`src/rtl/dir_pkg.sv`:
```
package dir_pkg;

  typedef enum logic [1:0] {
    LN_UNUSED = 2'd0,
    LN_SHARED = 2'd1,
    LN_EXCL   = 2'd2
  } line_st_t;

  typedef enum logic [2:0] {
    C_IDLE, C_EVAL, C_DOWN, C_FWD, C_WAIT_OWN, C_INV, C_WAIT_ACK, C_REPLY
  } ctl_st_t;

  localparam logic [1:0] REQ_READ  = 2'd0;
  localparam logic [1:0] REQ_WRITE = 2'd1;
  localparam logic [1:0] REQ_WBACK = 2'd2;

  localparam logic RSP_ACK  = 1'b0;
  localparam logic RSP_DATA = 1'b1;

  localparam logic [2:0] MSG_DATA_EXCL  = 3'd0;
  localparam logic [2:0] MSG_DATA_SHR   = 3'd1;
  localparam logic [2:0] MSG_SHARE_DOWN = 3'd2;
  localparam logic [2:0] MSG_FWD_READ   = 3'd3;
  localparam logic [2:0] MSG_INVAL      = 3'd4;
  localparam logic [2:0] MSG_GRANT      = 3'd5;

endpackage

```
`src/rtl/dir_low_pick.sv`:
```
module dir_low_pick #(
  parameter int N = 4,
  parameter int W = 2
) (
  input  logic [N-1:0] mask,
  output logic [W-1:0] idx,
  output logic         any
);
  always_comb begin
    idx = '0;
    any = 1'b0;
    for (int i = N - 1; i >= 0; i--) begin
      if (mask[i]) begin
        idx = W'(i);
        any = 1'b1;
      end
    end
  end
endmodule

```
`src/rtl/dir_tag_store.sv`:
```
module dir_tag_store
  import dir_pkg::*;
#(
  parameter int NODES  = 4,
  parameter int LINES  = 16,
  parameter int LINE_W = 4
) (
  input  logic             clk,
  input  logic             rst_n,
  input  logic [LINE_W-1:0] raddr,
  output line_st_t         rstate,
  output logic             rdirty,
  output logic [NODES-1:0] rsharers,
  input  logic             we,
  input  logic [LINE_W-1:0] waddr,
  input  line_st_t         wstate,
  input  logic             wdirty,
  input  logic [NODES-1:0] wsharers
);
  line_st_t         st_a    [LINES];
  logic             dirty_a [LINES];
  logic [NODES-1:0] shr_a   [LINES];

  always_ff @(posedge clk) begin
    if (!rst_n) begin
      for (int i = 0; i < LINES; i++) begin
        st_a[i]    <= LN_UNUSED;
        dirty_a[i] <= 1'b0;
        shr_a[i]   <= '0;
      end
    end else if (we) begin
      st_a[waddr]    <= wstate;
      dirty_a[waddr] <= wdirty;
      shr_a[waddr]   <= wsharers;
    end
  end

  assign rstate   = st_a[raddr];
  assign rdirty   = dirty_a[raddr];
  assign rsharers = shr_a[raddr];
endmodule

```
`src/rtl/dir_line_store.sv`:
```
module dir_line_store #(
  parameter int LINES  = 16,
  parameter int LINE_W = 4,
  parameter int DATA_W = 32
) (
  input  logic              clk,
  input  logic              rst_n,
  input  logic [LINE_W-1:0] addr,
  output logic [DATA_W-1:0] rdata,
  input  logic              we,
  input  logic [DATA_W-1:0] wdata
);
  logic [DATA_W-1:0] mem_a [LINES];

  always_ff @(posedge clk) begin
    if (!rst_n) begin
      for (int i = 0; i < LINES; i++) mem_a[i] <= '0;
    end else if (we) begin
      mem_a[addr] <= wdata;
    end
  end

  assign rdata = mem_a[addr];
endmodule

```
`src/rtl/dir_home_ctrl.sv`:
```
module dir_home_ctrl
  import dir_pkg::*;
#(
  parameter int NODES  = 4,
  parameter int LINES  = 16,
  parameter int DATA_W = 32,
  localparam int NID_W  = (NODES > 1) ? $clog2(NODES) : 1,
  localparam int LINE_W = (LINES > 1) ? $clog2(LINES) : 1
) (
  input  logic              clk,
  input  logic              rst_n,
  input  logic              req_valid,
  output logic              req_ready,
  input  logic [1:0]        req_kind,
  input  logic [NID_W-1:0]  req_src,
  input  logic [LINE_W-1:0] req_line,
  input  logic [DATA_W-1:0] req_data,
  input  logic              rsp_valid,
  output logic              rsp_ready,
  input  logic              rsp_kind,
  input  logic [NID_W-1:0]  rsp_src,
  input  logic [DATA_W-1:0] rsp_data,
  output logic              msg_valid,
  input  logic              msg_ready,
  output logic [2:0]        msg_kind,
  output logic [NID_W-1:0]  msg_dst,
  output logic [NID_W-1:0]  msg_req,
  output logic [LINE_W-1:0] msg_line,
  output logic [DATA_W-1:0] msg_data
);
  ctl_st_t            st_q, st_d;
  logic [1:0]         kind_q;
  logic [NID_W-1:0]   src_q, owner_q, owner_d;
  logic [LINE_W-1:0]  line_q;
  logic [DATA_W-1:0]  data_q;
  logic [NODES-1:0]   pend_q, pend_d, wait_q, wait_d;
  logic [2:0]         rkind_q, rkind_d;

  line_st_t           rd_state, wr_state;
  logic               rd_dirty, wr_dirty, tag_we;
  logic [NODES-1:0]   rd_shr, wr_shr;
  logic [DATA_W-1:0]  rd_data, dt_wdata;
  logic               dt_we;

  logic [NODES-1:0]   src_oh, others, rsp_oh;
  logic [NID_W-1:0]   own_idx, inv_idx;
  logic               own_any, inv_any, oth_any;

  logic req_fire, rsp_fire, msg_fire;

  assign req_fire = req_valid && req_ready;
  assign rsp_fire = rsp_valid && rsp_ready;
  assign msg_fire = msg_valid && msg_ready;

  always_comb begin
    src_oh = '0;
    src_oh[src_q] = 1'b1;
    rsp_oh = '0;
    rsp_oh[rsp_src] = 1'b1;
  end
  assign others = rd_shr & ~src_oh;

  dir_tag_store #(.NODES(NODES), .LINES(LINES), .LINE_W(LINE_W)) u_tags (
    .clk(clk), .rst_n(rst_n), .raddr(line_q),
    .rstate(rd_state), .rdirty(rd_dirty), .rsharers(rd_shr),
    .we(tag_we), .waddr(line_q), .wstate(wr_state), .wdirty(wr_dirty), .wsharers(wr_shr)
  );

  dir_line_store #(.LINES(LINES), .LINE_W(LINE_W), .DATA_W(DATA_W)) u_data (
    .clk(clk), .rst_n(rst_n), .addr(line_q), .rdata(rd_data),
    .we(dt_we), .wdata(dt_wdata)
  );

  dir_low_pick #(.N(NODES), .W(NID_W)) u_own_pick (
    .mask(rd_shr), .idx(own_idx), .any(own_any)
  );

  dir_low_pick #(.N(NODES), .W(NID_W)) u_inv_pick (
    .mask(pend_q), .idx(inv_idx), .any(inv_any)
  );

  assign oth_any = |others;

  // Port handshake controls
  assign req_ready = (st_q == C_IDLE);
  assign rsp_ready = (st_q == C_INV) || (st_q == C_WAIT_ACK) || (st_q == C_WAIT_OWN);

  always_comb begin
    msg_valid = 1'b0;
    msg_kind  = rkind_q;
    msg_dst   = src_q;
    unique case (st_q)
      C_DOWN:  begin msg_valid = 1'b1; msg_kind = MSG_SHARE_DOWN; msg_dst = owner_q; end
      C_FWD:   begin msg_valid = 1'b1; msg_kind = MSG_FWD_READ;   msg_dst = owner_q; end
      C_INV:   begin msg_valid = inv_any; msg_kind = MSG_INVAL;   msg_dst = inv_idx; end
      C_REPLY: begin msg_valid = 1'b1; end
      default: ;
    endcase
  end
  assign msg_req  = src_q;
  assign msg_line = line_q;
  assign msg_data = rd_data;

  // Transaction sequencing and directory updates
  always_comb begin
    st_d     = st_q;
    owner_d  = owner_q;
    pend_d   = pend_q;
    wait_d   = wait_q;
    rkind_d  = rkind_q;
    tag_we   = 1'b0;
    wr_state = rd_state;
    wr_dirty = rd_dirty;
    wr_shr   = rd_shr;
    dt_we    = 1'b0;
    dt_wdata = rsp_data;

    unique case (st_q)
      C_IDLE: if (req_fire) st_d = C_EVAL;

      C_EVAL: begin
        if (kind_q == REQ_READ) begin
          unique case (rd_state)
            LN_UNUSED: begin
              tag_we = 1'b1; wr_state = LN_EXCL; wr_dirty = 1'b0; wr_shr = src_oh;
              rkind_d = MSG_DATA_EXCL; st_d = C_REPLY;
            end
            LN_SHARED: begin
              tag_we = 1'b1; wr_shr = rd_shr | src_oh;
              rkind_d = MSG_DATA_SHR; st_d = C_REPLY;
            end
            default: begin
              if (!own_any || own_idx == src_q) begin
                rkind_d = MSG_DATA_EXCL; st_d = C_REPLY;
              end else begin
                tag_we = 1'b1; wr_state = LN_SHARED; wr_dirty = 1'b0;
                wr_shr = rd_shr | src_oh;
                owner_d = own_idx;
                rkind_d = MSG_DATA_SHR;
                st_d = rd_dirty ? C_FWD : C_DOWN;
              end
            end
          endcase
        end else if (kind_q == REQ_WRITE) begin
          tag_we = 1'b1; wr_state = LN_EXCL; wr_dirty = 1'b1; wr_shr = src_oh;
          pend_d = others;
          wait_d = others;
          rkind_d = MSG_GRANT;
          st_d = oth_any ? C_INV : C_REPLY;
        end else begin
          dt_we = 1'b1; dt_wdata = data_q;
          tag_we = 1'b1; wr_dirty = 1'b0; wr_shr = others;
          wr_state = oth_any ? LN_SHARED : LN_UNUSED;
          st_d = C_IDLE;
        end
      end

      C_DOWN: if (msg_fire) st_d = C_REPLY;

      C_FWD:  if (msg_fire) st_d = C_WAIT_OWN;

      C_WAIT_OWN: begin
        if (rsp_fire && rsp_src == owner_q) begin
          dt_we = (rsp_kind == RSP_DATA);
          st_d  = C_IDLE;
        end
      end

      C_INV, C_WAIT_ACK: begin
        if (rsp_fire && (wait_q & rsp_oh) != '0) begin
          wait_d = wait_q & ~rsp_oh;
          dt_we  = (rsp_kind == RSP_DATA);
        end
        if (st_q == C_INV) begin
          if (msg_fire) pend_d = pend_q & ~(NODES'(1) << inv_idx);
          if (pend_d == '0) st_d = C_WAIT_ACK;
        end else if (wait_q == '0) begin
          st_d = C_REPLY;
        end
      end

      C_REPLY: if (msg_fire) st_d = C_IDLE;

      default: st_d = C_IDLE;
    endcase
  end

  always_ff @(posedge clk) begin
    if (!rst_n) begin
      st_q    <= C_IDLE;
      kind_q  <= REQ_READ;
      src_q   <= '0;
      owner_q <= '0;
      line_q  <= '0;
      data_q  <= '0;
      pend_q  <= '0;
      wait_q  <= '0;
      rkind_q <= MSG_DATA_EXCL;
    end else begin
      st_q    <= st_d;
      owner_q <= owner_d;
      pend_q  <= pend_d;
      wait_q  <= wait_d;
      rkind_q <= rkind_d;
      if (req_fire) begin
        kind_q <= req_kind;
        src_q  <= req_src;
        line_q <= req_line;
        data_q <= req_data;
      end
    end
  end
endmodule

```
`config.mk`:
```
export PLATFORM = sky130hd
export DESIGN_NAME = dir_home_ctrl
export DESIGN_NICKNAME = d
export VERILOG_FILES = /design/src/rtl/dir_pkg.sv /design/src/rtl/dir_low_pick.sv /design/src/rtl/dir_tag_store.sv /design/src/rtl/dir_line_store.sv /design/src/rtl/dir_home_ctrl.sv
export SDC_FILE = /design/constraint.sdc
export NUM_CORES = 1
export LEC_CHECK = 0
export BUFFER_PORTS_ARGS = -buffer_cell sky130_fd_sc_hd__buf_2
export CAP_MARGIN = 20
export CORE_MARGIN = 5
export CORE_UTILIZATION = 50
export CTS_CLUSTER_DIAMETER = 50
export DETAILED_ROUTE_END_ITERATION = 6
export GPL_TIMING_DRIVEN = 0
export HOLD_SLACK_MARGIN = 0.05
export PLACE_DENSITY = 0.75
export SYNTH_ARGS = -nofsm -noshare
export SYNTH_HDL_FRONTEND = slang
export SYNTH_SLANG_ARGS = --single-unit
```
`constraint.sdc`:
```
create_clock -name clk -period 3.8 [get_ports clk]
set_input_delay 0.19 -clock clk [delete_from_list [all_inputs] [get_ports clk]]
set_output_delay 0.19 -clock clk [all_outputs]
set_load 0.02 [all_outputs]
```
==> metrics.md <==
| Metric | Value |
|---|---|
| Status | finished, final reports clean |
| Worst-Skew Late Latency | 610 ps |
| Starting Density | 50.6% |
| Synth Flop Type | edfxtp_1 |
| RSZ-0062 raised after global routing | yes |
| TritonCTS clock tree | built |
| Crit path to | u_data.mem_a[0][20]$_SDFFCE_PN0P_ |
| MaxCap Viol Count | 0 |
| I/O pin count | between 100 and 150 |
| CTS H-tree depth | 3 |
| NumNets Final | 2,479 |
| Yosys top cell area share | 61.0% |
| Routed Antenna Nets | 0 |
| Clock-pin slew on the worst setup and hold paths | roughly 60 ps |
| P&R area growth vs syn | 17.6% |
| Hold_ws | between 80 and 90 ps |
| Critical path launch point type | flop |
| Final core utilization | 59.5% |
| Total vias in the final route | around 20,000 |
| # fillers | roughly 4,300 |
| Synth top cells by count | nor2_1 (632), edfxtp_1 (608), mux4_2 (192) |
| Placer Congestion | between 0.9 and 1 |
| Worst EP arrival | just over 4000 ps |
| Setup crit start | st_q[2]$_SDFFE_PN0P_ |
| GRT Total Usage | ~25% |
| Most common cell in the synthesized netlist | nor2_1 |
| Chip Width | 255 um |
| Final Setup Violations | 0 |
| Layout cell share with drive strength beyond 1 | 23.1% |
| Final hold violation count | 0 |
| HP Class | in -> reg |
| Initial antenna violation count | 7 |
| PortBufs | ~130 |
| Peak supply drop | approximately 0.42 mV |
| Number of global-route vias before repair | 20,000 |
| Worst Max-Slew Pin Slew | ~1200 ps |
| Worst reg-to-reg setup slack | 60 ps |
| Core area | just under 0.06 mm^2 |
| FF-to-FF Start | st_q[2]$_SDFFE_PN0P_ |
| CP required | 4130 ps |
| Clock buffer depth | 3 |
| Grt ovf | 0 |
| Period utilisation layout | 98.3% |
| Dpl hpwl | 56,100 um |
| Setup crit end kind | flop |
| Worst hold path depth | 3 |
| Pre-Repair DR Iteration Count | 6 |
| Via density | 6.07 |
| Post-Syn Nets | 2,202 |
| Clk_skew | about 20 ps |
| Area after DPL | 0.0318 mm^2 |
| Register bit count reported by yosys | 683 |
| DIE AREA | 0.0648 mm^2 |
| DRC | 0 |
| Register area share after synthesis | approximately two thirds |
| Pins over their slew limit | 0 |
| Num CTS Buffers | 72 |
| Max_slew headroom | 20.8% |
| Reg2reg end | u_data.mem_a[0][20]$_SDFFCE_PN0P_ |
| R2R depth | 8 |
| Max Fanout on Critical Path | 10 |
| Routed WL | a little over 80,000 um |
| Die span in y | 255 um |
| First-pass GRT wire length | 122,000 um |
| Post-synth EDFFs | 608 |
| Period minus WS final | 3740 ps |
| Kind of critical path | reg -> reg |
| Design area | 0.0352 mm^2 |
| Mapped Cells | 2,122 |
| Largest cells by area after synthesis | edfxtp_1 (61%), mux4_2 (14%), nor2_1 (7.9%) |
| Synthesis warning total | 0 |
| Clock Sinks | roughly 700 |
| Row count | 89 |
| Post-synth ARST share | 0% |
| Synth Cell Area | around 0.03 mm^2 |
| Largest net degree at the start of global routing | 33 |
| Fmax achieved | 0.268 GHz |
| Static leakage | between 10 and 15 nW |
| Drt wl/cell | ~26 um |
| DRC marker count from the first detailed-route iteration | 2,331 |
| Pwr dens | 586 mW/mm^2 |
| Clock Tree Root | clkbuf_16 |
| Post-synth cell types | 65 |
| Area leader, netlist | edfxtp_1 |
| Post-synthesis average cell area | 14.1 um^2 |
[per-layer routing]
metal	up-vias	track usage [%]	share of wire, %
met5	-	0	0.039
met4	4	9.08	3.7
met3	204	5.58	11
met2	1235	42.8	50
met1	9788	32.5	36
li1	8376	-	-
[worst max-delay path: stages, from the launching register on]
cell	delay, ps
dfxtp_1	440
nor2_1	110
and2_1	160
clkbuf_1	190
nand2_1	340
clkbuf_1	770
mux2i_1	930
clkbuf_1	420
nor2_1	90
[cells in the final DEF (no fill, tap or decap), types with 4 or more instances in the layout]
cell,count
nand2_1,134
o21a_1,4
a21oi_1,18
clkbuf_1,135
o21ai_0,15
buf_6,14
nor2_1,630
nand2_4,12
diode_2,4
clkinv_1,9
nand2_2,15
dlygate4sd3_1,44
edfxtp_1,608
clkbuf_8,8
nor3_1,10
dfxtp_1,74
inv_6,5
nand3_1,10
buf_4,37
nor3b_1,4
clkinv_2,6
buf_16,5
clkbuf_2,8
mux4_2,192
nand4_1,15
bufinv_16,4
inv_1,8
nor2b_1,7
buf_2,131
clkbuf_16,75
mux2_2,5
a21boi_0,53
and3_1,4
buf_12,7
mux2i_1,57
[state kept, by name, summed over array words and instances (netlist names), 3 cells and up, named ones only]
| register | count |
|---|---|
| u_data.mem_a | 512 |
| u_tags.shr_a | 64 |
| data_q | 32 |
| u_tags.st_a | 32 |
| u_tags.dirty_a | 16 |
| msg_line | 4 |
| pend_q | 4 |
| wait_q | 4 |
| st_q | 3 |
[power by group]
group | switching [W] | internal (W) | leakage, nW | total (W)
logic | 0.00309 | 0.00187 | 4.67 | 0.00496
registers | 0.000189 | 0.00854 | 6.89 | 0.00873
clock network | 0.00290 | 0.00404 | 1.13 | 0.00694
[stage by stage]
step	total power, W	setup TNS [ps]	setup WS, ps	std cells
after floorplan	0.0118	0	379	2122
after global placement	0.0133	-577000	-1450	3020
after detailed placement	0.0134	-238750	-748	3029
after CTS	0.0204	-30.1	-10.6	3216
after global routing	0.0212	-608	-39.1	3229
final	0.0206	0	64.4	3231
[cell type report]
cell class                 count  area (um^2)  area share [%]
multi-input combinational   1258         9730            27.6
timing repair buffer         203         1530            4.35
antenna                        4         10.0          0.0284
clock buffer                 100         2040            5.80
tap                          773          967            2.75
inverter                      11         41.3           0.117
sequential                   683        19800            56.1
clock inverter                29          270           0.768
buffer                       170          850            2.41
[what timing repair did]
action | in CTS | in global routing
buffers inserted | 14 | 8
resized for setup | 133 | 36
hold endpoints to repair | 48 | 0
hold buffers | 44 | 0
pin swaps | 9 | 3
setup endpoints to repair | 707 | 562
[logic make-up (layout without fill, tap and decap cells)]
group	count (synthesis)	count (layout)	share of synthesized area (%)
other cells	0	4	0
xor+xnor	3	3	0.0878
buf+inv	181	513	2.45
flops	683	683	66.0
compound gates	128	128	3.18
simple gates	870	870	11.6
mux	257	257	16.6
[how the worst min path moves through the flow]
stage | startpoint | endpoint | slack [ps]
global placement | u_tags.dirty_a[10]$_DFF_P_ | u_tags.dirty_a[10]$_DFF_P_ | 450
floorplan | req_data[22] | data_q[22]$_SDFFE_PN0P_ | 330
detailed placement | req_kind[0] | kind_q[0]$_SDFFE_PN0P_ | 450
CTS | rsp_src[1] | wait_q[2]$_SDFFE_PN0P_ | 50
global route | rsp_data[21] | u_data.mem_a[4][21]$_SDFFCE_PN0P_ | 110
finish | rsp_data[21] | u_data.mem_a[4][21]$_SDFFCE_PN0P_ | 80
No activity file was read; power rests on OpenSTA's default activity.
